==> config.mk <==
export PLATFORM = sky130hd
export DESIGN_NAME = rtc_pirq_top
export DESIGN_NICKNAME = d
export VERILOG_FILES = /design/src/rtl/rtc_pirq_pkg.sv /design/src/rtl/rtc_pirq_ctrl.sv /design/src/rtl/rtc_pirq_datapath.sv /design/src/rtl/rtc_pirq_top.sv
export SDC_FILE = /design/constraint.sdc
export NUM_CORES = 1
export LEC_CHECK = 0
export ABC_AREA = 0
export BUFFER_PORTS_ARGS = -buffer_cell sky130_fd_sc_hd__buf_2
export CORE_MARGIN = 2
export CORE_UTILIZATION = 62
export CTS_BUF_LIST = sky130_fd_sc_hd__clkbuf_8
export DETAILED_ROUTE_END_ITERATION = 12
export PLACE_DENSITY = 0.82
export SYNTH_ARGS = -nofsm -noshare
export SYNTH_HDL_FRONTEND = slang
export SYNTH_SLANG_ARGS = --single-unit
==> constraint.sdc <==
create_clock -name clk -period 2.4 [get_ports clk]
set_input_delay 0.12 -clock clk [delete_from_list [all_inputs] [get_ports clk]]
set_output_delay 0.12 -clock clk [all_outputs]
set_load 0.005 [all_outputs]
==> src/rtl/rtc_pirq_pkg.sv <==
package rtc_pirq_pkg;

  typedef enum logic [2:0] {
    MODE_OFF    = 3'b000,
    MODE_LOW    = 3'b001,
    MODE_WAVE2  = 3'b010,
    MODE_WAVE1  = 3'b011,
    MODE_LSEC   = 3'b100,
    MODE_LMIN   = 3'b101,
    MODE_LHOUR  = 3'b110,
    MODE_LMONTH = 3'b111
  } pirqMode_t;

  typedef enum logic [1:0] {
    OUT_HIGH = 2'd0,
    OUT_LOW  = 2'd1,
    OUT_WAVE = 2'd2,
    OUT_FLAG = 2'd3
  } pirqOut_t;

  // strobes from control to datapath
  typedef struct packed {
    pirqOut_t outSel;
    logic     setFlag;
    logic     clrFlag;
    logic     dropFlag;
    logic     realign;
    logic     fastHalf;
  } pirqStrobes_t;

endpackage

==> src/rtl/rtc_pirq_ctrl.sv <==
module rtc_pirq_ctrl
  import rtc_pirq_pkg::*;
(
  input  logic         clk,
  input  logic         rst,
  input  logic [2:0]   modeSel,
  input  logic         secInc,
  input  logic         minRoll,
  input  logic         hourRoll,
  input  logic         monthRoll,
  input  logic         flagClr,
  output pirqMode_t    modeCur,
  output pirqStrobes_t strb
);

  pirqMode_t modeReg;
  logic      modeChg;
  logic [3:0] levelEvents;
  logic      isLevel;
  logic      eventHit;

  always_ff @(posedge clk) begin
    if (rst) modeReg <= MODE_OFF;
    else     modeReg <= pirqMode_t'(modeSel);
  end

  assign modeCur     = modeReg;
  assign modeChg     = (modeSel != modeReg);
  assign levelEvents = {monthRoll, hourRoll, minRoll, secInc};
  assign isLevel     = modeReg[2];
  assign eventHit    = levelEvents[modeReg[1:0]];

  always_comb begin
    strb          = '0;
    strb.setFlag  = isLevel && eventHit && !modeChg;
    strb.clrFlag  = flagClr;
    strb.dropFlag = modeChg;
    strb.realign  = secInc;
    strb.fastHalf = (modeReg == MODE_WAVE2);
    unique case (modeReg)
      MODE_OFF:               strb.outSel = OUT_HIGH;
      MODE_LOW:               strb.outSel = OUT_LOW;
      MODE_WAVE2, MODE_WAVE1: strb.outSel = OUT_WAVE;
      default:                strb.outSel = OUT_FLAG;
    endcase
  end

  // an event that does not belong to the current level mode never sets the flag
  a_r7_source_match: assert property (@(posedge clk) disable iff (rst)
    (strb.setFlag) |-> (isLevel && levelEvents[modeReg[1:0]]));

endmodule

==> src/rtl/rtc_pirq_datapath.sv <==
module rtc_pirq_datapath
  import rtc_pirq_pkg::*;
#(
  parameter int TICKS_PER_SEC = 32768
)(
  input  logic         clk,
  input  logic         rst,
  input  logic         tickEn,
  input  pirqStrobes_t strb,
  output logic         irqN
);

  localparam int HALF_SLOW = TICKS_PER_SEC / 2;
  localparam int HALF_FAST = TICKS_PER_SEC / 4;
  localparam int CNT_W     = $clog2(HALF_SLOW);
  localparam logic [CNT_W-1:0] LAST_SLOW = CNT_W'(HALF_SLOW - 1);
  localparam logic [CNT_W-1:0] LAST_FAST = CNT_W'(HALF_FAST - 1);

  logic [CNT_W-1:0] tickCnt;
  logic             phaseLow;
  logic             flagSet;
  logic [CNT_W-1:0] lastCnt;

  assign lastCnt = strb.fastHalf ? LAST_FAST : LAST_SLOW;

  // half-period counter, realigned by the seconds increment
  always_ff @(posedge clk) begin
    if (rst) begin
      tickCnt  <= '0;
      phaseLow <= 1'b0;
    end else if (strb.realign) begin
      tickCnt  <= '0;
      phaseLow <= 1'b1;
    end else if (tickEn) begin
      if (tickCnt >= lastCnt) begin
        tickCnt  <= '0;
        phaseLow <= !phaseLow;
      end else begin
        tickCnt <= tickCnt + 1'b1;
      end
    end
  end

  // level-mode flag: mode change, then event, then clear
  always_ff @(posedge clk) begin
    if (rst)               flagSet <= 1'b0;
    else if (strb.dropFlag) flagSet <= 1'b0;
    else if (strb.setFlag)  flagSet <= 1'b1;
    else if (strb.clrFlag)  flagSet <= 1'b0;
  end

  always_comb begin
    unique case (strb.outSel)
      OUT_HIGH: irqN = 1'b1;
      OUT_LOW:  irqN = 1'b0;
      OUT_WAVE: irqN = !phaseLow;
      default:  irqN = !flagSet;
    endcase
  end

  // asserted level output holds until a clear or a mode change
  a_r8_hold_low: assert property (@(posedge clk) disable iff (rst)
    (strb.outSel == OUT_FLAG && !irqN && !strb.clrFlag && !strb.dropFlag) |=> !irqN);

  // event wins over a clear on the same edge
  a_r8_event_wins: assert property (@(posedge clk) disable iff (rst)
    strb.setFlag |=> !irqN);

  // entering a level mode starts with the line released
  a_r9_change_drops: assert property (@(posedge clk) disable iff (rst)
    strb.dropFlag |=> (strb.outSel != OUT_FLAG || irqN));

  // seconds increment pulls the wave low at once
  a_r6_realign_low: assert property (@(posedge clk) disable iff (rst)
    (strb.realign && !strb.dropFlag && strb.outSel == OUT_WAVE) |=> !irqN);

endmodule

==> src/rtl/rtc_pirq_top.sv <==
module rtc_pirq_top
  import rtc_pirq_pkg::*;
#(
  parameter int TICKS_PER_SEC = 32768
)(
  input  logic       clk,
  input  logic       rst,
  input  logic       tickEn,
  input  logic [2:0] modeSel,
  input  logic       secInc,
  input  logic       minRoll,
  input  logic       hourRoll,
  input  logic       monthRoll,
  input  logic       flagClr,
  output logic       irqN
);

  pirqStrobes_t strb;
  pirqMode_t    modeCur;

  rtc_pirq_ctrl u_ctrl (
    .clk       (clk),
    .rst       (rst),
    .modeSel   (modeSel),
    .secInc    (secInc),
    .minRoll   (minRoll),
    .hourRoll  (hourRoll),
    .monthRoll (monthRoll),
    .flagClr   (flagClr),
    .modeCur   (modeCur),
    .strb      (strb)
  );

  rtc_pirq_datapath #(.TICKS_PER_SEC(TICKS_PER_SEC)) u_dp (
    .clk    (clk),
    .rst    (rst),
    .tickEn (tickEn),
    .strb   (strb),
    .irqN   (irqN)
  );

  // reset releases the line
  a_r1_reset_high: assert property (@(posedge clk) rst |=> irqN);

  // parked mode stays high
  a_r2_parked_high: assert property (@(posedge clk) disable iff (rst)
    (modeCur == MODE_OFF && modeSel == 3'b000) |=> irqN);

  // forced mode stays low
  a_r3_forced_low: assert property (@(posedge clk) disable iff (rst)
    (modeCur == MODE_LOW && modeSel == 3'b001) |=> !irqN);

endmodule

==> flow_summary.ini <==
[logic_synthesis]
synthCells = 96
synth_edf_count = 0
synth_area_um2 = 921
yosysWarnings = 0
synth_compound_area_frac = 0.0571
synth_mux_area_frac = 0.0462
avgSynthCellArea_um2 = 9.59
synthFlopType = dfxtp_1
synthArstFlopShare = 0
yosys.area_share.simple = 0.257
yosysSeqAreaShare = 0.413
synth_nets = 109
synthAdderAreaFrac = 0.0272
synth-seq-cells = 19
synth_top_family_by_area = simple AND/OR/NAND/NOR gates
ys_types = 30
synth-xor-area-share = 0.152

[clock_tree]
hold_buffers = 0
clockBufferDepth = 2
cts_buffers = 3
cts.repair.resized = 0
cts_setup_buffers = 0
cts_tree = built
cts_sinks = 19
cts_root_buf = clkbuf_8
cts-htree-levels = 1
clk_pin_slew_ns = 0.07
insertion_delay_ns = 0.25

[flow_run]
drv_cap = 0

[critical_path]
slowest_stage = a211o_2
crit_path_end_kind = flop
slowest_delay_ns = 0.46
start_kind = flop
path_class = reg2reg
crit_chain = nor3b_1 > ha_1 > nand3_1 > o41ai_2 > a211o_2 > nor2_1
required_ns = 2.59
cp_max_fo = 14
critical_path_arrival_ns = 1.91

[floorplanning]
std_cell_rows = 13
start_util = 0.682
die_w_um = 42.5
die_area_um2 = 1810
core_um2 = 1350
die_h_um = 42.5
io_pins = 12

[timing]
slew-limit-headroom = 0.770
max_freq_mhz = 583
tightest_slew_ns = 0.341
fin_crit_ns = 1.72
finalHoldViolCount = 0
layout_setup_ws_ns = 0.685
fin_crit_sh = 0.715
setup_viol = 0
finalSetupTns_ns = 0
drv_slew = 0
rsz0062_at_grt = no
finClkSkew_ns = 0.00502

[grt]
grt_use_total = 0.217
grt_pass1_wl_mm = 2.97
antenna_found_initial = 0
grt_max_degree = 15
first_global_vias = 651
grt-ovfl-total = 0

[layout]
final_common_cell = dfxtp_1
areaGrowthSynthToFinish_pct = 9.38
antenna_cells = 0
utilization = 0.746
final_cell_mix = 19 x dfxtp_1, 17 x nor2_1, 11 x buf_2, 9 x xor2_1, 7 x xnor2_1
stdcell_count = 122
drive_gt1_frac = 0.196
layout.nets = 121

[routing]
num_vias = 695
avgRoutedWirePerCell_um = 14.1
drc = 0
detail-route-antenna-nets = 0
dr.pass1.iters = 4
finalWirelength_mm = 1.72
via_per_inst = 5.70
drtIter0Drc = 15

[place]
post-place-ws_ns = 0.691
numPortBuffers = 11
place_inst = 118
place_congestion = 0.730
dp_hpwl_mm = 1.21

[worst_hold_path]
hold_class = in2reg

[pwr]
power_density_nw_per_um2 = 579
ir_worst_vdd_uv = 393
p_leak_nw = 0.397

[status]
status = complete, no violations
[flip-flops by register name, summed over array words and instances (netlist names)]
register	cells
u_dp.tickCnt	14
u_ctrl.modeCur	3
u_dp.phaseLow	1
u_dp.flagSet	1
[worst paths after layout]
path	from	endpoint	slack (ns)	depth (start not counted)
max	u_ctrl.modeCur[1]	u_dp.tickCnt[0]	0.68	6
min	modeSel[0]	u_ctrl.modeCur[0]	0.10	2
max reg2reg	u_ctrl.modeCur[1]	u_dp.tickCnt[0]	0.68	6
min reg2reg	u_dp.tickCnt[11]	u_dp.tickCnt[11]	0.52	2
[kinds of logic after synthesis]
| kind of cell | Yosys count |
|---|---|
| xor gates and xnor gates | 16 |
| and+or+nand+nor | 43 |
| muxes | 3 |
| AOI/OAI and AO/OA | 6 |
| DFF | 19 |
| adders and majority gates | 2 |
| buffers and inverters | 7 |
[through the flow]
stage	instance area [um2]	power, W	hold slack (ns)
after global routing	1010	0.000603	0.127
after global placement	962	0.000369	0.363
final	1010	0.000583	0.103
after detailed placement	962	0.000371	0.364
after CTS	1010	0.000582	0.110
after floorplan	921	0.000356	0.189
[metal layers]
| layer | up-vias | routed length [um] | track usage |
|---|---|---|---|
| li1 | 353 | - | - |
| met5 | - | 0 | 0 |
| met1 | 325 | 821 | 0.276 |
| met4 | 0 | 26 | 0.0750 |
| met2 | 12 | 828 | 0.366 |
| met3 | 5 | 42 | 0.0388 |
[where the power goes]
| group | leakage, nW | internal [W] | switching, W | total [W] |
|---|---|---|---|---|
| registers | 0.154 | 0.000320 | 0.00000558 | 0.000326 |
| logic | 0.216 | 0.0000194 | 0.0000187 | 0.0000381 |
| clock network | 0.0269 | 0.000114 | 0.000105 | 0.000219 |
| total | 0.397 | 0.000453 | 0.000130 | 0.000583 |
[final cells by class]
cell class	instances	area [um2]
tap	15	18.8
inverter	3	11.3
timing repair buffer	11	55.1
clock inverter	1	3.75
fill	98	343
clock buffer	3	41.3
multi-input combinational	70	497
sequential	19	380
[worst max-delay path, delay by kind of cell (launching register included)]
kind	cells	cell delay [ns]
simple gates	3	0.45
compound gates	2	0.54
fa+ha+maj	1	0.25
flops	1	0.41
[Yosys cell counts, drive strengths merged (3+ instances only)]
master | instances | area share
dfxtp | 19 | 0.41
inv | 3 | 0.012
nand2 | 4 | 0.016
nand3 | 4 | 0.022
nand4 | 5 | 0.050
nor2 | 17 | 0.069
nor2b | 3 | 0.020
xnor2 | 7 | 0.067
xor2 | 9 | 0.086
No activity file was read; power rests on OpenSTA's default activity.
